[src/rtl/chgshr_pkg.sv]
package chgshr_pkg;
  typedef enum logic [2:0] {
    PH_IDLE  = 3'd0,
    PH_CLEAR = 3'd1,
    PH_LOAD  = 3'd2,
    PH_SHARE = 3'd3,
    PH_DONE  = 3'd4
  } chgshr_phase_e;
endpackage

[src/rtl/chgshr_phase_fsm.sv]
module chgshr_phase_fsm
  import chgshr_pkg::*;
#(
  parameter int W = 8
) (
  input  logic          clk,
  input  logic          rst_n,
  input  logic          start,
  output chgshr_phase_e phase
);
  localparam int IW = (W > 1) ? $clog2(W) : 1;
  localparam logic [IW-1:0] LAST_IDX = IW'(W - 1);

  chgshr_phase_e phase_q;
  logic [IW-1:0] idx_q;

  always_ff @(posedge clk or negedge rst_n) begin
    if (!rst_n) begin
      phase_q <= PH_IDLE;
      idx_q   <= '0;
    end else begin
      unique case (phase_q)
        PH_IDLE:  if (start) phase_q <= PH_CLEAR;
        PH_CLEAR: begin
          phase_q <= PH_LOAD;
          idx_q   <= '0;
        end
        PH_LOAD:  phase_q <= PH_SHARE;
        PH_SHARE: begin
          if (idx_q == LAST_IDX) begin
            phase_q <= PH_DONE;
          end else begin
            idx_q   <= idx_q + 1'b1;
            phase_q <= PH_LOAD;
          end
        end
        PH_DONE:  phase_q <= PH_IDLE;
        default:  phase_q <= PH_IDLE;
      endcase
    end
  end

  assign phase = phase_q;
endmodule

[src/rtl/chgshr_bit_shifter.sv]
module chgshr_bit_shifter #(
  parameter int W = 8
) (
  input  logic         clk,
  input  logic         rst_n,
  input  logic         load,
  input  logic [W-1:0] word,
  input  logic         step,
  output logic         cur_bit
);
  logic [W-1:0] sh_q;

  always_ff @(posedge clk or negedge rst_n) begin
    if (!rst_n) begin
      sh_q <= '0;
    end else if (load) begin
      sh_q <= word;
    end else if (step) begin
      sh_q <= {1'b0, sh_q[W-1:1]};
    end
  end

  assign cur_bit = sh_q[0];
endmodule

[src/rtl/chgshr_charge_model.sv]
module chgshr_charge_model #(
  parameter int W = 8
) (
  input  logic       clk,
  input  logic       rst_n,
  input  logic       clear,
  input  logic       share,
  input  logic       bit_in,
  output logic [W:0] v
);
  logic [W:0] v_q;

  // (v + b*2^(W+1)) / 2 equals v>>1 with b placed at the top bit.
  always_ff @(posedge clk or negedge rst_n) begin
    if (!rst_n) begin
      v_q <= '0;
    end else if (clear) begin
      v_q <= '0;
    end else if (share) begin
      v_q <= {bit_in, v_q[W:1]};
    end
  end

  assign v = v_q;
endmodule

[src/rtl/chgshr_dac_seq.sv]
module chgshr_dac_seq
  import chgshr_pkg::*;
#(
  parameter int W = 8
) (
  input  logic         clk,
  input  logic         rst_n,
  input  logic         in_valid,
  output logic         in_ready,
  input  logic [W-1:0] in_word,
  output logic         cap_clear,
  output logic         cap_load,
  output logic         load_level,
  output logic         cap_share,
  output logic         done,
  output logic [W:0]   model_v
);
  chgshr_phase_e phase;
  logic          accept;
  logic          cur_bit;

  assign in_ready = (phase == PH_IDLE);
  assign accept   = in_valid && in_ready;

  chgshr_phase_fsm #(.W(W)) u_fsm (
    .clk   (clk),
    .rst_n (rst_n),
    .start (accept),
    .phase (phase)
  );

  chgshr_bit_shifter #(.W(W)) u_shift (
    .clk     (clk),
    .rst_n   (rst_n),
    .load    (accept),
    .word    (in_word),
    .step    (cap_share),
    .cur_bit (cur_bit)
  );

  chgshr_charge_model #(.W(W)) u_model (
    .clk    (clk),
    .rst_n  (rst_n),
    .clear  (accept),
    .share  (cap_share),
    .bit_in (cur_bit),
    .v      (model_v)
  );

  assign cap_clear  = (phase == PH_CLEAR);
  assign cap_load   = (phase == PH_LOAD);
  assign cap_share  = (phase == PH_SHARE);
  assign load_level = cap_load && cur_bit;
  assign done       = (phase == PH_DONE);
endmodule

[config.mk]
export PLATFORM = sky130hd
export DESIGN_NAME = chgshr_dac_seq
export DESIGN_NICKNAME = d
export VERILOG_FILES = /design/src/rtl/chgshr_pkg.sv /design/src/rtl/chgshr_phase_fsm.sv /design/src/rtl/chgshr_bit_shifter.sv /design/src/rtl/chgshr_charge_model.sv /design/src/rtl/chgshr_dac_seq.sv
export SDC_FILE = /design/constraint.sdc
export NUM_CORES = 1
export LEC_CHECK = 0
export CAP_MARGIN = 20
export CORE_AREA = 3 3 52 54
export DETAILED_ROUTE_END_ITERATION = 10
export DIE_AREA = 0 0 55 57
export GPL_TIMING_DRIVEN = 0
export PLACE_DENSITY_LB_ADDON = 0.2
export SYNTH_ARGS = -nofsm -noshare
export SYNTH_HDL_FRONTEND = slang
export SYNTH_HIERARCHICAL = 1
export SYNTH_SLANG_ARGS = --single-unit
[constraint.sdc]
create_clock -name clk -period 2 [get_ports clk]
set_input_delay 0.3 -clock clk [delete_from_list [all_inputs] [get_ports clk]]
set_output_delay 0.3 -clock clk [all_outputs]
set_load 0.01 [all_outputs]
# Yosys cells after proc, flatten, opt, wreduce, memory -nomap -nowiden
# Cells that the tools add are included.
# word_totals
ff_bits	23
out_inout_bits	15
# op_classes
n_reduce_logical	6
addsub	1
muxes	9
n_eq_ne	7
# ops
operator	count
$mux W9	2
$mux W8	2
$pmux W3 S4	1
$mux W3	3
$eq A3 B2 Y1 const B	2
$eq A3 B3 Y1 const B	2
$pmux W3 S2	1
$reduce_bool A2 Y1	2
$add A3 B1 Y3 const B	1
$eq A3 B1 Y1 const B	1
$logic_not A3 Y1	1
$logic_and A1 B1 Y1	2
$ne A2 B1 Y1 const B	1
$ne A2 B2 Y1 const B	1
$reduce_and A2 Y1	1

# Logic depth before layout (Yosys ltp)
# Gate-level depths: netlist (run 1).
# logic_depth
depth_word	4
mapped_depth	5
depth_no_buf	5

# Hierarchy
# Netlist (run 1), hierarchy kept.
# by_module_without_submodules
module	instances	seq_area_each_um2	cells_each	area_per_inst_um2
chgshr_bit_shifter	1	200.2	34	369.1
chgshr_charge_model	1	225.2	29	364.1
chgshr_phase_fsm	1	150.1	25	276.5
chgshr_dac_seq	1	0.0	7	65.1

# Least setup slack after synthesis (run 1)
# No wires, ideal clock.
# synth_timing
path_type	reg-to-reg
startpoint	reg u_fsm.phase_q[1], in the netlist u_fsm/phase[1]
endpoint	reg u_model.v_q[0], in the netlist u_model/v[0]
required_time_ns	1.870
slack_ns	0.458
t_arrival_ns	1.411
stages_incl_launch_ff	4
setup_ns	0.130
path_cell_list	dfrtp_1 > nor4b_2 > buf_1 > nor2_1
# synth_between
elab_chain_cells	3
elab_cells_between_ends	5
cone_classes	eq/ne: 1; mux: 1; reduce/logical: 3
# synth_rtl
element	line_no	source
start, declared	chgshr_phase_fsm.sv:14	chgshr_phase_e phase_q;
start signal, assigned	chgshr_phase_fsm.sv:19	phase_q <= PH_IDLE;
start signal, assigned	chgshr_phase_fsm.sv:23	PH_IDLE: if (start) phase_q <= PH_CLEAR;
start signal, assigned	chgshr_phase_fsm.sv:25	phase_q <= PH_LOAD;
$logic_not A3 Y1 *	chgshr_dac_seq.sv:22	assign in_ready = (phase == PH_IDLE);
$logic_and A1 B1 Y1 *	chgshr_dac_seq.sv:23	assign accept = in_valid && in_ready;
net accept	chgshr_dac_seq.sv:19	logic accept;
$mux W9 or $reduce_bool A2 Y1 (tied branches)	n/a	
end signal, assigned	chgshr_charge_model.sv:20	v_q <= {bit_in, v_q[W:1]};
end, declared	chgshr_charge_model.sv:11	logic [W:0] v_q;
# Mark *: on every way through the listed nets, which the timed path passes. The rest lies on a longest branch.
# A chain may end at the register's enable or synchronous reset.

# Worst setup path after layout (run 1)
# layout_timing
startpoint	reg u_fsm.phase_q[0], in the netlist u_fsm/phase[0]
endpoint	out done
# layout_between
elab_chain_cells	1
# layout_rtl
element	line_no	source
$eq A3 B3 Y1	chgshr_dac_seq.sv:54	assign done = (phase == PH_DONE);
end, declared	chgshr_dac_seq.sv:15	output logic done,
# Every way passes these cells.

==> results.py, run 1 <==
metrics = {
    "finish": {
        "drive_gt1_share_pct": 12.8,
        "nNetsFinal": 139,
        "area_growth_pct": 30.5,
        "final_cell_area_um2": 1400,
        "layout_common_cells": "clkdlybuf4s50_1, dfrtp_1, mux2i_1, nor2_1",
        "final_util_pct": 62.2,
        "final_common_cell": "clkdlybuf4s50_1",
        "antenna_cells": 0,
        "layout.cells.non_filler": 153,
    },
    "worst_hold_path": {
        "hp-class": "primary input to flop",
        "hold_depth": 3,
    },
    "sta": {
        "fin_crit_ns": 1.89,
        "drv_slew": 0,
        "fin_skew_ns": 0.00630,
        "tns_ns": 0,
        "setup-violations-final": 0,
        "grt_setup_unrepaired": "true",
        "max_freq_ghz": 0.529,
        "tightest_slew_ns": 0.993,
        "hold_violations": 0,
        "slew_headroom_pct": 33.6,
        "fin_crit_sh_pct": 94.5,
    },
    "global_routing": {
        "grtUsageTotal_pct": 14.2,
        "antenna_found_initial": 0,
        "first_global_vias": 724,
        "grt_pass1_wl_mm": 3.25,
        "grt_overflow_total": 0,
        "grt_max_degree": 24,
    },
    "synth": {
        "yosys.cell_types.count": 20,
        "synth.top_cell.area_share_pct": 53.6,
        "ys_ff_latch": 23,
        "synthMuxAreaShare_pct": 14.9,
        "synth_area_leaders": "dfrtp_1, mux2i_1, o21ai_1, nor2_1, nand2_1",
        "ys_seq_area_share_pct": 53.6,
        "syn_avg_cell_area_um2": 11.3,
        "synthCells": 95,
        "synth_xor_area_share_pct": 0,
        "yosys.area_share.simple_pct": 18.5,
        "yosysTopAreaCell": "dfrtp_1",
        "syn_area_um2": 1070,
        "yosys_warnings": 6,
        "synth_nets": 108,
        "synth_adder_area_share_pct": 2.33,
        "synth_top_family_by_area": "simple AND/OR/NAND/NOR gates",
        "synth_compound_area_share_pct": 7.22,
    },
    "worst_setup_path": {
        "max_stage_delay_ns": 0.57,
        "critPathKind": "flop to primary output",
        "crit_fanout": 11,
        "reg2reg_depth": 3,
        "start_kind": "flop",
        "endpoint_kind": "primary output",
        "cp_slowest_cell": "clkdlybuf4s50_1",
        "required_ns": 1.70,
        "cp.arrival_ns": 1.59,
        "crit_chain": "nor3b_1, clkdlybuf4s50_1",
    },
    "clock_tree": {
        "clkSlewWorstSetupHoldPaths_ns": 0.12,
        "postCtsHoldBufs": 0,
        "clock_latency_ns": 0.30,
        "cts_sinks": 23,
        "cts_tree": "built",
        "clock_path_buffers": 2,
        "numCtsBuffers": 3,
        "clock_tree.root_cell": "clkbuf_4",
        "htreeDepth": 1,
    },
    "power": {
        "ir_worst_vdd_mv": 0.760,
        "power_frac_comb_pct": 49.4,
        "power_switching_mw": 0.697,
        "intPower_mw": 1.24,
        "p_sw_share_pct": 35.9,
        "pwr-share-seq_pct": 40.1,
        "powerDensity_nw_per_um2": 1380,
        "total_power_mw": 1.94,
        "p_leak_nw": 0.664,
        "p_clk_share_pct": 10.4,
    },
    "floorplanning": {
        "core-area_um2": 2250,
        "dieArea_um2": 3140,
        "start_util_pct": 47.7,
        "ios": 26,
        "die_h_um": 57,
        "chipWidth_um": 55,
        "rows": 17,
    },
    "placement": {
        "port_buffers": 25,
        "dpl-instance-area_um2": 1360,
        "dp.cells": 148,
        "dpl.hpwl_mm": 1.44,
        "gp_congestion": 0.616,
    },
    "detailed_routing": {
        "route.vias.total": 785,
        "first_pass_iters": 4,
        "vias_per_cell": 5.13,
        "routed_wl_mm": 1.99,
        "antenna_left": 0,
        "drtIter0Drc": 11,
        "drc": 0,
        "wl_per_cell_um": 13.0,
    },
    "run_status": {
        "run_status": "finished clean",
    },
    "run": {
        "drv_cap": 0,
    },
}
metal layers:
| metal | vias to the layer above | part of all wire, % | wire [um] | global-route usage (%) |
|---|---|---|---|---|
| li1 | 389 | - | - | - |
| met1 | 370 | 49 | 970 | 21.2 |
| met2 | 22 | 44 | 884 | 19.6 |
| met3 | 4 | 5.0 | 99 | 2.35 |
| met4 | 0 | 1.9 | 38 | 7.29 |
| met5 | - | 0 | 0 | 0 |
kinds of logic (layout without fill, tap and decap cells):
kind of cell	Yosys count	after routing
adders and majority gates	2	2
and+or+nand+nor	35	35
DFF	23	23
AOI/OAI and AO/OA	15	15
buffers and inverters	4	34
muxes	16	16
path summary, 6_finish.rpt:
kind,end,slack [ns],startpoint
max,done,0.11,u_fsm/phase[0]$_DFFE_PN0P_
min,u_shift/sh_q[4]$_DFFE_PN0P_,0.53,in_word[4]
max reg2reg,u_model/v[2]$_DFFE_PN0P_,0.11,u_fsm/phase[2]$_DFFE_PN0P_
min reg2reg,u_fsm/idx_q[2]$_DFFE_PN0P_,0.54,u_fsm/idx_q[2]$_DFFE_PN0P_
max in group asynchronous,u_fsm/phase[2]$_DFFE_PN0P_,0.80,rst_n
min in group asynchronous,u_model/v[6]$_DFFE_PN0P_,0.54,rst_n
metrics by stage:
stage / hold slack, ns / worst slack [ns]
2_1_floorplan: 0.00441 / 0.458
3_3_place_gp: 0.503 / -0.0160
3_5_place_dp: 0.531 / -0.0108
4_1_cts: 0.514 / 0.0109
5_1_grt: 0.530 / -0.0163
6_report: 0.530 / 0.110
critical path, delay by kind of cell, from the launching register on:
family | cells | cell delay [ns]
flip-flops | 1 | 0.51
AND/OR/NAND/NOR | 1 | 0.21
buffers and inverters | 1 | 0.57
power by group through the flow:
stage / registers [mW] / clock network [mW] / logic (mW)
2_1_floorplan: 0.779 / 0 / 0.608
3_3_place_gp: 0.778 / 0 / 0.930
3_5_place_dp: 0.792 / 0 / 0.949
4_1_cts: 0.786 / 0.218 / 0.953
5_1_grt: 0.810 / 0.234 / 1.05
6_report: 0.779 / 0.203 / 0.959
cell type report:
| type | instances | area, um^2 |
|---|---|---|
| flip-flops and latches | 23 | 579 |
| well taps | 28 | 35.0 |
| plain buffers | 4 | 37.5 |
| multi-input cells | 68 | 462 |
| fillers | 206 | 852 |
| clock buffers | 4 | 26.3 |
| repair buffers | 26 | 263 |
synth_stat cells (all sizes together):
cell,n
a211oi,1
and2,1
and2b,1
and3b,1
and4bb,1
buf,4
dfrtp,23
ha,2
mux2i,16
nand2,10
nand2b,3
nor2,11
nor3,2
nor3b,3
nor4b,1
o21ai,14
or2,1
flip-flops by register name, summed over array words and instances, names as in the netlist:
signal	flops
u_shift/sh_q	8
u_fsm/idx_q	3
u_fsm/phase	3
u_model/v	9
timing repair:
| action | in CTS | in global routing |
|---|---|---|
| endpoints found under the setup margin | 5 | 14 |
| gates resized for setup | 2 | 3 |
| buffers inserted | 0 | 1 |
No activity file was read; power rests on OpenSTA's default activity.
==> inputs of run 2 (changes only) <==
--- a/config.mk
+++ b/config.mk
@@ -10,7 +10,7 @@
 export DETAILED_ROUTE_END_ITERATION = 10
 export DIE_AREA = 0 0 55 57
 export GPL_TIMING_DRIVEN = 0
-export PLACE_DENSITY_LB_ADDON = 0.2
+export PLACE_DENSITY = 0.85
 export SYNTH_ARGS = -nofsm -noshare
 export SYNTH_HDL_FRONTEND = slang
 export SYNTH_HIERARCHICAL = 1
==> results.py, run 2 (synthesis results as in run 1) <==
metrics = {
    "sta": {
        "holdWs_ns": 0.207,
        "fin_crit_sh_pct": 97.4,
        "drv_slew": 0,
        "slew_headroom_pct": 45.9,
        "tightest_slew_ns": 0.810,
        "setup-violations-final": 0,
        "fin_crit_ns": 1.95,
        "fin_skew_ns": 0.00271,
        "hold_violations": 0,
        "max_freq_ghz": 0.513,
        "grt_setup_unrepaired": "false",
        "setup_slack_ns": 0.0514,
    },
    "global_routing": {
        "grt_max_degree": 24,
        "met1_usage_pct": 19.6,
        "use_met2_pct": 23.6,
        "grt_use_met3_pct": 2.87,
        "antenna_found_initial": 0,
        "grt_overflow_total": 0,
        "grt_pass1_wl_mm": 3.52,
        "first_global_vias": 834,
        "grt-busiest-layer": "met2",
        "grtUsageTotal_pct": 14.9,
    },
    "finish": {
        "antenna_cells": 0,
        "seq_area_um2": 579,
        "area_growth_pct": 33.1,
        "drive_gt1_share_pct": 13.5,
        "multi_input_area_um2": 462,
        "nNetsFinal": 140,
        "largest_register_ffs": 9,
        "layout_common_cells": "clkdlybuf4s50_1, dfrtp_1, mux2i_1, nor2_1",
        "final_common_cell": "clkdlybuf4s50_1",
        "n_fill_cell": 200,
    },
    "floorplanning": {
        "start_util_pct": 47.7,
        "ios": 26,
        "core-area_um2": 2250,
        "die_h_um": 57,
        "dieArea_um2": 3140,
        "chipWidth_um": 55,
        "rows": 17,
    },
    "worst_setup_path": {
        "cp_slowest_cell": "clkdlybuf4s50_1",
        "critPathKind": "flop to primary output",
        "crit_fanout": 11,
        "start_kind": "flop",
        "crit_path_start": "u_fsm/phase[0]$_DFFE_PN0P_",
        "max_stage_delay_ns": 0.53,
        "required_ns": 1.70,
        "rr_startpoint": "u_fsm/phase[1]$_DFFE_PN0P_",
        "endpoint_kind": "primary output",
        "crit_chain": "and4bb_2, clkdlybuf4s50_1",
        "cp.arrival_ns": 1.65,
    },
    "power": {
        "p_leak_nw": 0.668,
        "ir_worst_vdd_mv": 0.788,
        "powerDensity_nw_per_um2": 1360,
    },
    "clock_tree": {
        "numCtsBuffers": 3,
        "clock_latency_ns": 0.30,
        "cts_sinks": 23,
        "cts_tree": "built",
        "clock_tree.root_cell": "clkbuf_4",
        "clkSlewWorstSetupHoldPaths_ns": 0.12,
        "postCtsHoldBufs": 0,
        "clock_path_buffers": 2,
        "htreeDepth": 1,
    },
    "detailed_routing": {
        "routed_wl_mm": 2.07,
        "vias_per_cell": 5.27,
        "wl_per_cell_um": 13.4,
        "first_pass_iters": 4,
        "drtIter0Drc": 14,
        "antenna_left": 0,
        "route.vias.total": 811,
        "drc": 0,
    },
    "run": {
        "drv_cap": 0,
    },
    "placement": {
        "port_buffers": 25,
        "dpl.hpwl_mm": 1.59,
        "dp_slack_ns": -0.0216,
        "gp_congestion": 0.706,
    },
    "run_status": {
        "run_status": "finished clean",
    },
    "worst_hold_path": {
        "hp-class": "primary input to async pin",
    },
}
-- run 2: metal layers --
| metal | routed length (um) | vias up |
|---|---|---|
| met1 | 880 | 389 |
| met4 | 21 | 0 |
| met5 | 0 | - |
| met2 | 1040 | 26 |
| met3 | 122 | 4 |
| li1 | - | 392 |
-- run 2: cell type report --
| type | instances | area share (%) |
|---|---|---|
| repair buffers | 27 | 20.3 |
| flip-flops and latches | 23 | 40.5 |
| plain buffers | 4 | 2.62 |
| multi-input cells | 68 | 32.3 |
| clock buffers | 4 | 1.84 |
| well taps | 28 | 2.45 |
-- run 2: worst max-delay path, delay by kind of cell (launching register included) --
family	cells	cell delay, ns
buffers and inverters	1	0.53
flip-flops	1	0.51
AND/OR/NAND/NOR	1	0.31
-- run 2: where the power goes --
group / internal [mW] / switching (mW)
clock network: 0.0777 / 0.126
registers: 0.629 / 0.155
logic: 0.541 / 0.424
-- run 2: stage by stage --
stage / util (%) / setup TNS (ns) / instances / power (mW) / instance area (um^2)
after floorplan: - / 0 / 95 / 1.39 / 1070
after global routing: 63.4 / 0 / 154 / 2.12 / 1430
after CTS: 61.6 / 0 / 152 / 1.97 / 1390
final: 63.4 / 0 / 154 / 1.95 / 1430
after detailed placement: 60.3 / -0.147 / 148 / 1.76 / 1360
after global placement: 60.3 / 0 / 148 / 1.70 / 1360
-- run 2: worst paths after layout --
kind	cells past startpoint	end	slack, ns
max	2	load_level	0.05
min	1	u_model/v[0]$_DFFE_PN0P_	0.21
max reg2reg	3	u_model/v[0]$_DFFE_PN0P_	0.19
min reg2reg	2	u_model/v[0]$_DFFE_PN0P_	0.54
max in group asynchronous	2	u_fsm/phase[2]$_DFFE_PN0P_	1.42
min in group clk	3	u_shift/sh_q[2]$_DFFE_PN0P_	0.53
-- run 2: what timing repair did --
item / 4_1_cts / 5_1_grt
gates cloned: 0 / 0
setup endpoints to repair: 4 / 13
gates resized for setup: 2 / 3
setup buffers: 0 / 1
==> inputs of run 3 (changes only) <==
--- a/config.mk
+++ b/config.mk
@@ -5,12 +5,13 @@
 export SDC_FILE = /design/constraint.sdc
 export NUM_CORES = 1
 export LEC_CHECK = 0
+export ABC_AREA = 1
 export CAP_MARGIN = 20
-export CORE_AREA = 3 3 52 54
+export CORE_AREA = 3 3 60 62
 export DETAILED_ROUTE_END_ITERATION = 10
-export DIE_AREA = 0 0 55 57
+export DIE_AREA = 0 0 63 65
 export GPL_TIMING_DRIVEN = 0
-export PLACE_DENSITY = 0.85
+export PLACE_DENSITY = 0.69
 export SYNTH_ARGS = -nofsm -noshare
 export SYNTH_HDL_FRONTEND = slang
 export SYNTH_HIERARCHICAL = 1
==> results.py, run 3 <==
metrics = {
    "worst_setup_path": {
        "critPathKind": "flop to primary output",
        "cp_top_family": "buffers and inverters",
        "worst-r2r-setup-slack_ns": 0.27,
        "max_stage_delay_ns": 0.56,
        "crit_fanout": 10,
        "endpoint_kind": "primary output",
        "crit_chain": "nand2_1, nor2_2, clkdlybuf4s50_1",
        "critPathBufInv": 1,
        "cp_slowest_cell": "clkdlybuf4s50_1",
        "cp.arrival_ns": 1.60,
        "start_kind": "flop",
        "required_ns": 1.70,
    },
    "clock_tree": {
        "cts_tree": "built",
        "postCtsHoldBufs": 0,
        "cts_sinks": 23,
        "clock_path_buffers": 2,
        "clock_latency_ns": 0.30,
        "numCtsBuffers": 3,
        "htreeDepth": 1,
        "clkSlewWorstSetupHoldPaths_ns": 0.12,
        "clock_tree.root_cell": "clkbuf_4",
    },
    "power": {
        "total_power_mw": 1.92,
        "ir_worst_vdd_mv": 0.468,
        "powerDensity_nw_per_um2": 1310,
        "p_leak_nw": 0.739,
    },
    "floorplanning": {
        "start_util_pct": 35.5,
        "rows": 20,
        "dieArea_um2": 4100,
        "ios": 26,
        "core-area_um2": 3080,
        "die_h_um": 65,
        "chipWidth_um": 63,
    },
    "finish": {
        "antenna_cells": 0,
        "layout_common_cells": "nand2_1, nand3_1, clkdlybuf4s50_1, dfrtp_1, inv_1",
        "final_common_cell": "nand2_1",
        "n_fill_cell": 312,
        "nNetsFinal": 171,
        "area_growth_pct": 34.2,
        "largest_register_ffs": 9,
        "seq_area_um2": 578,
        "drive_gt1_share_pct": 12.1,
        "multi_input_area_um2": 452,
        "final_util_pct": 47.6,
        "final_cell_area_um2": 1470,
        "layout.cells.non_filler": 201,
    },
    "synth": {
        "yosys_warnings": 6,
        "synth-main-ff-cell": "dfrtp_1",
        "ys_seq_area_share_pct": 52.7,
        "synth_nets": 139,
        "yosysTopAreaCell": "dfrtp_1",
        "syn_avg_cell_area_um2": 8.67,
        "ys_async_sr_fraction_pct": 100,
        "synth_area_leaders": "dfrtp_1, nand2_1, nand3_1, nor2_8, inv_1",
        "synth_common_cells": "nand2_1, nand3_1, dfrtp_1, inv_1, nor2_1",
        "yosys.cell_types.count": 16,
        "synth.top_cell.area_share_pct": 52.7,
        "ys_ff_latch": 23,
        "synthCells": 126,
        "syn_area_um2": 1090,
        "synth_edf_count": 0,
        "synth.most_common_cell": "nand2_1",
    },
    "run_status": {
        "run_status": "finished clean",
    },
    "detailed_routing": {
        "wl_per_cell_um": 10.7,
        "drtIter0Drc": 47,
        "drc": 0,
        "vias_per_cell": 4.60,
        "first_pass_iters": 4,
        "routed_wl_mm": 2.16,
        "route.vias.total": 925,
        "antenna_left": 0,
    },
    "sta": {
        "fin_skew_ns": 0.00503,
        "setup-violations-final": 0,
        "tightest_slew_ns": 0.605,
        "fin_crit_ns": 1.90,
        "max_freq_ghz": 0.525,
        "drv_slew": 0,
        "slew_headroom_pct": 59.5,
        "holdWs_ns": 0.300,
        "setup_slack_ns": 0.0970,
        "tns_ns": 0,
        "fin_crit_sh_pct": 95.1,
        "hold_violations": 0,
    },
    "placement": {
        "port_buffers": 25,
        "dp.cells": 195,
        "gp_congestion": 0.807,
        "dp_slack_ns": 0.127,
        "dpl.hpwl_mm": 1.59,
        "dpl-instance-area_um2": 1400,
    },
    "global_routing": {
        "first_global_vias": 909,
        "grtUsageTotal_pct": 11.9,
        "grt_overflow_total": 0,
        "grt_pass1_wl_mm": 3.88,
        "antenna_found_initial": 0,
        "grt_max_degree": 24,
    },
    "run": {
        "drv_cap": 0,
    },
    "worst_hold_path": {
        "hp-class": "primary input to async pin",
    },
}
-- run 3: cell families (layout without fill, tap and decap cells) --
logic type	count (synthesis)	in the layout	share of synthesized area [%]
adders and majority gates	2	2	2.29
buffers and inverters	13	44	6.19
DFF	23	23	52.7
and+or+nand+nor	88	88	38.8
-- run 3: worst paths after layout --
check / from / endpoint / depth (start not counted)
max in group asynchronous: rst_n / u_fsm/phase[1]$_DFFE_PN0P_ / 2
worst min-delay path: rst_n / u_model/v[3]$_DFFE_PN0P_ / 1
worst min register to register: u_model/v[0]$_DFFE_PN0P_ / u_model/v[0]$_DFFE_PN0P_ / 2
min in group clk: u_model/v[0]$_DFFE_PN0P_ / u_model/v[0]$_DFFE_PN0P_ / 2
worst max-delay path: u_fsm/phase[1]$_DFFE_PN0P_ / cap_share / 3
worst max register to register: u_fsm/phase[1]$_DFFE_PN0P_ / u_shift/sh_q[4]$_DFFE_PN0P_ / 7
-- run 3: what timing repair did --
action,CTS,global route
resized for setup,1,3
endpoints found under the setup margin,1,4
setup buffers,0,1
-- run 3: final cells by class --
class,count,area share [%]
flip-flops and latches,23,39.4
inverters,10,2.56
well taps,44,3.75
repair buffers,27,19.6
plain buffers,3,2.05
clock buffers,4,1.79
multi-input cells,90,30.8
-- run 3: routing by layer --
layer  part of all wire, %  vias to the layer above  wire, um  GRT usage, %
met5                     0                        -         0             0
met4                  0.42                        0         9          4.96
met3                   5.6                        2       121          2.95
met2                    48                       20      1040          20.2
met1                    46                      432       985          14.3
li1                      -                      471         -             -
-- run 3: power breakdown --
part           switching [mW]  internal (mW)  leakage, nW  total [mW]
sequential              0.134          0.640        0.301       0.773
combinational           0.506          0.436        0.424       0.942
clock                   0.129         0.0777       0.0150       0.207
total                   0.768           1.15        0.739        1.92
-- run 3: worst reg2reg max path, stage by stage (launching register included) --
cell and delay [ns]:
dfrtp_2 0.50, nor2_1 0.11, nand2_1 0.07, nor2_1 0.47
buf_6 0.24, inv_2 0.08, nand3_1 0.08, nand3_1 0.07
